## src/rtl/mbx_pkg.sv

```systemverilog
// Package: shared constants and types for the bus interrupt mailbox.
// Assumes: data-bit positions are fixed by the software register contract.
package mbx_pkg;
    // Data bit that carries the busy flag in busy-register writes
    localparam int unsigned BUSY_BIT = 5;
    // Width of the shared interrupt vector (data bits VEC_W-1:0)
    localparam int unsigned VEC_W = 6;

    // Kind of software write after address decode
    typedef enum logic [1:0] {
        WR_NONE      = 2'd0,
        WR_VECTOR    = 2'd1,
        WR_BUSY_IDX  = 2'd2,
        WR_BUSY_SELF = 2'd3
    } wr_kind_e;
endpackage

```

## src/rtl/mbx_swdec.sv

```systemverilog
// Module: mbx_swdec
// Decodes one software write into a vector update or a per-CPU busy update.
// Assumes: the vector and alias offsets lie outside the busy bank; if they
// overlap, vector wins over alias, and alias wins over bank.
module mbx_swdec
    import mbx_pkg::*;
#(
    parameter int unsigned NUM_CPU   = 4,
    parameter int unsigned CPU_W     = 2,
    parameter int unsigned ADDR_W    = 8,
    parameter logic [ADDR_W-1:0] VEC_OFS   = 'h00,
    parameter logic [ADDR_W-1:0] BUSY_BASE = 'h40,
    parameter logic [ADDR_W-1:0] ALIAS_OFS = 'h80
) (
    input  logic               wr_en,
    input  logic [ADDR_W-1:0]  wr_addr,
    input  logic [63:0]        wr_data,
    input  logic [CPU_W-1:0]   wr_cpu,
    output logic               vec_we,
    output logic [VEC_W-1:0]   vec_val,
    output logic [NUM_CPU-1:0] busy_we,
    output logic               busy_val
);
    localparam logic [ADDR_W:0] SPAN = (ADDR_W+1)'(NUM_CPU * 8);

    wr_kind_e          kind;
    logic [ADDR_W-1:0] rel;
    logic [ADDR_W-1:0] rel_idx;
    logic              in_bank;
    logic              data_unused;

    // Offset into the busy bank and the entry index it selects
    always_comb begin
        rel     = wr_addr - BUSY_BASE;
        rel_idx = rel >> 3;
        in_bank = (wr_addr >= BUSY_BASE) && ({1'b0, rel} < SPAN);
    end

    // Classify the write by address
    always_comb begin
        kind = WR_NONE;
        if (wr_en) begin
            if (wr_addr == VEC_OFS)        kind = WR_VECTOR;
            else if (wr_addr == ALIAS_OFS) kind = WR_BUSY_SELF;
            else if (in_bank)              kind = WR_BUSY_IDX;
        end
    end

    // Field extraction from the write data
    assign vec_we   = (kind == WR_VECTOR);
    assign vec_val  = wr_data[VEC_W-1:0];
    assign busy_val = wr_data[BUSY_BIT];
    assign data_unused = ^{wr_data[63:BUSY_BIT+1]};

    // One write-enable per CPU slot
    for (genvar i = 0; i < NUM_CPU; i++) begin : g_we
        assign busy_we[i] = ((kind == WR_BUSY_IDX)  && (rel_idx == ADDR_W'(i))) ||
                            ((kind == WR_BUSY_SELF) && (wr_cpu  == CPU_W'(i)));
    end
endmodule

```

## src/rtl/mbx_slot.sv

```systemverilog
// Module: mbx_slot
// One CPU's mailbox: busy flag plus latched source id and two data words.
// Assumes: acc is only raised when busy_eff is low (the acceptor ensures it).
module mbx_slot #(
    parameter int unsigned SRC_W  = 5,
    parameter int unsigned DATA_W = 64
) (
    input  logic              clk,
    input  logic              rst_n,
    input  logic              sw_we,
    input  logic              sw_val,
    input  logic              acc,
    input  logic [SRC_W-1:0]  in_src,
    input  logic [DATA_W-1:0] in_d0,
    input  logic [DATA_W-1:0] in_d1,
    output logic              busy_eff,
    output logic              busy_q,
    output logic [SRC_W-1:0]  src_q,
    output logic [DATA_W-1:0] d0_q,
    output logic [DATA_W-1:0] d1_q
);
    // Busy as seen by an arrival: a same-cycle software write is applied first
    assign busy_eff = sw_we ? sw_val : busy_q;

    // Busy flag: acceptance sets it, otherwise the software-adjusted value holds
    always_ff @(posedge clk) begin
        if (!rst_n)   busy_q <= 1'b0;
        else if (acc) busy_q <= 1'b1;
        else          busy_q <= busy_eff;
    end

    // Payload latch on acceptance only
    always_ff @(posedge clk) begin
        if (!rst_n) begin
            src_q <= '0;
            d0_q  <= '0;
            d1_q  <= '0;
        end else if (acc) begin
            src_q <= in_src;
            d0_q  <= in_d0;
            d1_q  <= in_d1;
        end
    end
endmodule

```

## src/rtl/mbx_accept.sv

```systemverilog
// Module: mbx_accept
// Same-cycle accept/refuse decision for an arriving bus interrupt.
// Assumes: busy_eff already includes any same-cycle software write.
module mbx_accept #(
    parameter int unsigned NUM_CPU = 4,
    parameter int unsigned CPU_W   = 2
) (
    input  logic               valid,
    input  logic [CPU_W-1:0]   cpu,
    input  logic [NUM_CPU-1:0] busy_eff,
    output logic               ready,
    output logic [NUM_CPU-1:0] acc
);
    localparam logic [CPU_W:0] NCPU = (CPU_W+1)'(NUM_CPU);

    logic [NUM_CPU-1:0] hit;
    logic               in_range;
    logic               tgt_busy;

    // Decode the target into a one-hot slot select
    for (genvar i = 0; i < NUM_CPU; i++) begin : g_hit
        assign hit[i] = (cpu == CPU_W'(i));
    end

    // Accept when a valid arrival targets an existing, free slot
    always_comb begin
        in_range = ({1'b0, cpu} < NCPU);
        tgt_busy = |(hit & busy_eff);
        ready    = valid && in_range && !tgt_busy;
        acc      = ready ? hit : '0;
    end
endmodule

```

## src/rtl/mbx_post.sv

```systemverilog
// Module: mbx_post
// Holds the shared vector and emits the registered vectored-interrupt pulse.
// Assumes: at most one acceptance per cycle.
module mbx_post
    import mbx_pkg::*;
#(
    parameter int unsigned CPU_W = 2
) (
    input  logic             clk,
    input  logic             rst_n,
    input  logic             vec_we,
    input  logic [VEC_W-1:0] vec_val,
    input  logic             acc_any,
    input  logic [CPU_W-1:0] acc_cpu,
    output logic             post_valid,
    output logic [CPU_W-1:0] post_cpu,
    output logic [VEC_W-1:0] post_vec
);
    logic [VEC_W-1:0] vec_q;

    // Shared vector register
    always_ff @(posedge clk) begin
        if (!rst_n)      vec_q <= '0;
        else if (vec_we) vec_q <= vec_val;
    end

    // Post pulse carries the vector held in the acceptance cycle
    always_ff @(posedge clk) begin
        if (!rst_n) begin
            post_valid <= 1'b0;
            post_cpu   <= '0;
            post_vec   <= '0;
        end else begin
            post_valid <= acc_any;
            if (acc_any) begin
                post_cpu <= acc_cpu;
                post_vec <= vec_q;
            end
        end
    end
endmodule

```

## src/rtl/bus_irq_mailbox.sv

```systemverilog
// Module: bus_irq_mailbox (top)
// Per-CPU mailboxes for bus interrupts with a busy handshake, an indexed and
// a self-alias busy register, and one shared interrupt vector.
// Assumes: one software write and one arrival at most per cycle.
module bus_irq_mailbox
    import mbx_pkg::*;
#(
    parameter int unsigned NUM_CPU = 4,
    parameter int unsigned SRC_W   = 5,
    parameter int unsigned DATA_W  = 64,
    parameter int unsigned ADDR_W  = 8,
    parameter int unsigned CPU_W   = (NUM_CPU > 1) ? $clog2(NUM_CPU) : 1
) (
    input  logic               clk,
    input  logic               rst_n,
    input  logic               sw_wr_en,
    input  logic [ADDR_W-1:0]  sw_wr_addr,
    input  logic [63:0]        sw_wr_data,
    input  logic [CPU_W-1:0]   sw_wr_cpu,
    input  logic               bus_irq_valid,
    input  logic [CPU_W-1:0]   bus_irq_cpu,
    input  logic [SRC_W-1:0]   bus_irq_src,
    input  logic [DATA_W-1:0]  bus_irq_d0,
    input  logic [DATA_W-1:0]  bus_irq_d1,
    output logic               bus_irq_ready,
    output logic               post_valid,
    output logic [CPU_W-1:0]   post_cpu,
    output logic [VEC_W-1:0]   post_vec,
    output logic [NUM_CPU-1:0] busy_flags,
    input  logic [CPU_W-1:0]   mbx_sel,
    output logic [SRC_W-1:0]   mbx_src,
    output logic [DATA_W-1:0]  mbx_d0,
    output logic [DATA_W-1:0]  mbx_d1
);
    logic               vec_we;
    logic [VEC_W-1:0]   vec_val;
    logic [NUM_CPU-1:0] busy_we;
    logic               busy_val;
    logic [NUM_CPU-1:0] busy_eff;
    logic [NUM_CPU-1:0] acc;
    logic [SRC_W-1:0]   src_q [NUM_CPU];
    logic [DATA_W-1:0]  d0_q  [NUM_CPU];
    logic [DATA_W-1:0]  d1_q  [NUM_CPU];

    mbx_swdec #(
        .NUM_CPU (NUM_CPU),
        .CPU_W   (CPU_W),
        .ADDR_W  (ADDR_W)
    ) u_swdec (
        .wr_en    (sw_wr_en),
        .wr_addr  (sw_wr_addr),
        .wr_data  (sw_wr_data),
        .wr_cpu   (sw_wr_cpu),
        .vec_we   (vec_we),
        .vec_val  (vec_val),
        .busy_we  (busy_we),
        .busy_val (busy_val)
    );

    for (genvar i = 0; i < NUM_CPU; i++) begin : g_slot
        mbx_slot #(
            .SRC_W  (SRC_W),
            .DATA_W (DATA_W)
        ) u_slot (
            .clk      (clk),
            .rst_n    (rst_n),
            .sw_we    (busy_we[i]),
            .sw_val   (busy_val),
            .acc      (acc[i]),
            .in_src   (bus_irq_src),
            .in_d0    (bus_irq_d0),
            .in_d1    (bus_irq_d1),
            .busy_eff (busy_eff[i]),
            .busy_q   (busy_flags[i]),
            .src_q    (src_q[i]),
            .d0_q     (d0_q[i]),
            .d1_q     (d1_q[i])
        );
    end

    mbx_accept #(
        .NUM_CPU (NUM_CPU),
        .CPU_W   (CPU_W)
    ) u_accept (
        .valid    (bus_irq_valid),
        .cpu      (bus_irq_cpu),
        .busy_eff (busy_eff),
        .ready    (bus_irq_ready),
        .acc      (acc)
    );

    mbx_post #(
        .CPU_W (CPU_W)
    ) u_post (
        .clk        (clk),
        .rst_n      (rst_n),
        .vec_we     (vec_we),
        .vec_val    (vec_val),
        .acc_any    (bus_irq_ready),
        .acc_cpu    (bus_irq_cpu),
        .post_valid (post_valid),
        .post_cpu   (post_cpu),
        .post_vec   (post_vec)
    );

    // Read-back mux for one selected mailbox
    always_comb begin
        mbx_src = '0;
        mbx_d0  = '0;
        mbx_d1  = '0;
        for (int i = 0; i < NUM_CPU; i++) begin
            if (mbx_sel == CPU_W'(i)) begin
                mbx_src = src_q[i];
                mbx_d0  = d0_q[i];
                mbx_d1  = d1_q[i];
            end
        end
    end
endmodule

```

## config.mk

```make
export PLATFORM = sky130hd
export DESIGN_NAME = bus_irq_mailbox
export DESIGN_NICKNAME = d
export VERILOG_FILES = /design/src/rtl/mbx_pkg.sv /design/src/rtl/mbx_swdec.sv /design/src/rtl/mbx_slot.sv /design/src/rtl/mbx_accept.sv /design/src/rtl/mbx_post.sv /design/src/rtl/bus_irq_mailbox.sv
export SDC_FILE = /design/constraint.sdc
export NUM_CORES = 1
export LEC_CHECK = 0
export BUFFER_PORTS_ARGS = -buffer_cell sky130_fd_sc_hd__buf_2
export CELL_PAD_IN_SITES_DETAIL_PLACEMENT = 0
export CELL_PAD_IN_SITES_GLOBAL_PLACEMENT = 1
export CORE_MARGIN = 2
export CORE_UTILIZATION = 46
export DETAILED_ROUTE_END_ITERATION = 16
export PLACE_DENSITY = 0.8
export SLEW_MARGIN = 20
export SYNTH_ARGS = -nofsm -noshare
export SYNTH_HDL_FRONTEND = slang
export SYNTH_HIERARCHICAL = 1
export SYNTH_SLANG_ARGS = --single-unit
```

## constraint.sdc

```tcl
create_clock -name clk -period 4.19 [get_ports clk]
set_clock_uncertainty 0.2 [all_clocks]
set_input_delay 0.6285 -clock clk [delete_from_list [all_inputs] [get_ports clk]]
set_output_delay 0.6285 -clock clk [all_outputs]
set_load 0.005 [all_outputs]
```

==> metrics.md <==
| Metric | Value |
|---|---|
| Gr ovfl total | `0` |
| Peak supply drop | `0.382 mV` |
| Areal power density over the cells | `421 nW/um^2` |
| Part of the Yosys area used for sequential elements | `0.454` |
| Number of enable-type register cells in the synthesized netlist | `0` |
| Die X | `234 um` |
| Total half-perimeter wirelength after legalization and detailed placement | `34800 um` |
| Part of the cycle the worst path needs | `0.857` |
| Worst-path clk slew | `0.06 ns` |
| Resized cells post-CTS | `0` |
| Number of antenna violations at the first check in global routing | `13` |
| Worst slew margin relative to its limit | `0.403` |
| I/O pins | `362` |
| Syn-to-layout area delta | `17.1%` |
| Instance count of the mapped netlist | `1976` |
| Clock Tree Buf Depth | `3` |
| Maximum operating frequency | `0.278 GHz` |
| Crit Path Max Fanout | `4` |
| Setup Total Neg Slack | `0 ns` |
| Hold Worst Slack | `0.0930 ns` |
| Overall track demand over capacity in global routing | `0.195` |
| Die height | `234 um` |
| Worst Reg-to-Reg Cells | `6` |
| Average via count per standard cell | `5.07` |
| Capture endpoint of the worst hold path | `u_post/vec_q[4]` |
| CP Capture Type | `output pin` |
| Maximum capacitance violations | `0` |
| Antenna violation net count after detailed routing | `0` |
| Count of input and output buffers | `303` |
| Post-synthesis cell area | `24300 sq um` |
| H-tree levels | `2` |
| First-pass GRT wire length | `84900 um` |
| Via count of the first global-routing pass | `15539` |
| Count of endpoints failing hold in the final timing report | `0` |
| Maximum number of pins on one net before global-route repair | `183` |
| Number of synthesized register bits | `551` |
| Total Die Area | `54700 sq um` |
| Weighted congestion reported at the end of routability-driven placement | `0.763` |
| Number of sinks driven by the clock tree | `551` |
| Commonest cells after routing, fill and taps aside | `551 x sky130_fd_sc_hd__dfxtp_1, 547 x sky130_fd_sc_hd__nor2b_1, 546 x sky130_fd_sc_hd__mux2i_1` |
| Run status | `completed` |
| Min-Delay Startpoint | `sw_wr_data[4]` |
| Switching power of the nets | `2.72 mW` |
| Initial cell density of the core | `0.464` |
| Crit path top cell by count | `sky130_fd_sc_hd__buf_2` |
| WP data required | `3.36 ns` |
| Internal power component | `9.26 mW` |
| Setup slack after layout | `0.598 ns` |
| Share of layout cells above drive strength 1 | `0.264` |
| Number of optimization iterations in the first detailed-route pass | `4` |
| Leakage | `10.2 nW` |
| Max-slew violation count | `0` |
| Most common cell after layout, fill and taps aside | `sky130_fd_sc_hd__dfxtp_1` |
| Critical-path cell with the highest stage delay | `sky130_fd_sc_hd__or3b_2` |
| Transition time at the pin with the least slew margin | `0.896 ns` |
| Final design instance area without fill | `28500 sq um` |
| Family with the most delay on the worst path | `simple AND/OR/NAND/NOR gates` |
| Reg2Reg Launch Point | `g_slot[2].u_slot/busy_q` |
| Setup repair after global routing missed its margin | `false` |
| Total number of placement rows | `84` |
| CTS Root Buffer Type | `sky130_fd_sc_hd__clkbuf_16` |
| Top cells by area in the synthesized netlist | `sky130_fd_sc_hd__dfxtp_1 45%, sky130_fd_sc_hd__mux2i_1 22%, sky130_fd_sc_hd__nor2b_1 14%` |
| Hold path cells | `3` |
| Standard cell core area | `52400 sq um` |
| CTS buffer count | `58` |
| Wire length after detailed routing | `54500 um` |
| Type of origin of the critical path | `input pin` |
| Setup Fix Bufs, Post-CTS | `0` |
| Worst flop-to-flop path endpoint | `g_slot[2].u_slot/d0_q[4]` |
| Post-CTS Hold Buffers | `0` |
| Cell Area, Placed | `26400 sq um` |
| Synth warnings | `6` |
| Detailed router's first-iteration violation count | `537` |
| Routed WL per cell | `18.3 um` |
| Async set or reset register ratio after synthesis | `0` |
| Number of distinct library cells after synthesis | `31` |
| Fraction of the core area covered by cells at the end of the flow | `0.543` |
| Worst min path class | `in2reg` |
| Placed Instances | `2863` |
| WP buf/inv | `3` |
| Sequential power share | `0.459` |
| Maximum single-stage delay on the critical path | `0.53 ns` |
| Reg2Reg Setup Slack | `1.84 ns` |
| DRC errors left | `0` |
| Total of endpoints with negative setup slack in the final report | `0` |
| Proportion of power drawn by combinational gates | `0.092` |
| Post-Layout Cell Count | `2978` |
| Fraction of post-synthesis cell area in the top cell type by area | `0.454` |
| Pre-CTS setup slack | `0.354 ns` |
| Clock network latency to the later pin of the worst-skew pair | `0.60 ns` |
| Critical setup path kind | `in2out` |
| Clock share of power | `0.449` |
| Total vias in the final route | `15096` |
| CTS tree | `yes` |
| Clock period minus worst slack | `3.59 ns` |
| Arrival time worst endpoint | `2.76 ns` |
| Library cell with the largest summed area after synthesis | `sky130_fd_sc_hd__dfxtp_1` |
| Fraction of power spent switching nets | `0.227` |
| Cell breakdown of the critical path | `buf_2, inv_1, ha_1, or3b_2, a21oi_1, mux2_2, nand4bb_1, o211ai_2, buf_2` |
| Most instantiated flip-flop cell in the synthesis netlist | `sky130_fd_sc_hd__dfxtp_1` |
| Nets@finish | `2453` |
| Power after layout | `12.0 mW` |
| Net Count, Synth | `2194` |
| Mean area per synthesized cell | `12.3 sq um` |
synthesized netlist by cell type (all sizes together) (3+ instances only):
cell type	count
inv	5
nor2b	547
o21a	4
mux2i	546
ha	3
nand4b	3
dfxtp	551
buf	102
clkbuf	54
a21oi	4
mux2	5
mux4	133
area by class of cell:
type,count,area [sq um]
Antenna cell,6,15.0
Fill cell,4493,24000
Clock inverter,18,241
Clock buffer,91,1820
Timing Repair Buffer,355,2260
Multi-Input combinational cell,1264,12200
Tap cell,688,861
Inverter,5,33.8
Sequential cell,551,11000
state kept, by name, indices dropped and copies added, names as in the netlist:
| signal | flops |
|---|---|
| u_post/post_vec | 6 |
| u_post/post_valid | 1 |
| u_post/vec_q | 6 |
| g_slot.u_slot/busy_q | 4 |
| g_slot.u_slot/d0_q | 256 |
| g_slot.u_slot/src_q | 20 |
| g_slot.u_slot/d1_q | 256 |
| u_post/post_cpu | 2 |
kinds of logic (layout without fill, tap and decap cells):
group	count (synthesis)	count (layout)	synth area share
buf+inv	161	469	0.0440
simple gates	567	567	0.147
mux	684	684	0.350
flops	551	551	0.454
compound gates	10	10	0.00319
other cells	0	6	0
fa+ha+maj	3	3	0.00154
power by group through the flow:
stage | registers, mW | logic (mW) | clock network [mW]
detailed placement | 5.61 | 1.12 | 0
floorplan | 5.59 | 0.762 | 0
CTS | 5.50 | 1.12 | 5.53
finish | 5.50 | 1.10 | 5.37
global route | 5.52 | 1.20 | 5.72
global placement | 5.61 | 1.09 | 0
worst reg2reg max path: stages (launching register included):
cell and delay [ns]:
sky130_fd_sc_hd__dfxtp_1 0.33, sky130_fd_sc_hd__mux2_2 0.28, sky130_fd_sc_hd__nand4bb_1 0.37, sky130_fd_sc_hd__inv_8 0.47
sky130_fd_sc_hd__buf_4 0.33, sky130_fd_sc_hd__mux2i_1 0.21, sky130_fd_sc_hd__nor2b_1 0.06
per-layer routing:
layer,up-vias,share of wire,global-route usage
met4,18,0.024,0.0635
met3,94,0.060,0.0514
met5,-,0.0020,0
met1,7286,0.43,0.241
li1,7425,-,-
met2,273,0.48,0.331
worst max-delay path by stage:
stage	start	to	slack, ns	depth (start not counted)
floorplan	sw_wr_addr[6]	bus_irq_ready	1.05	8
global placement	sw_wr_addr[6]	g_slot[2].u_slot/d1_q[47]	0.40	11
detailed placement	sw_wr_addr[6]	g_slot[2].u_slot/d1_q[53]	0.35	11
CTS	sw_wr_addr[6]	bus_irq_ready	0.58	9
global route	sw_wr_addr[6]	bus_irq_ready	0.46	9
finish	sw_wr_addr[6]	bus_irq_ready	0.60	9
(Power assumes the default switching activity.)
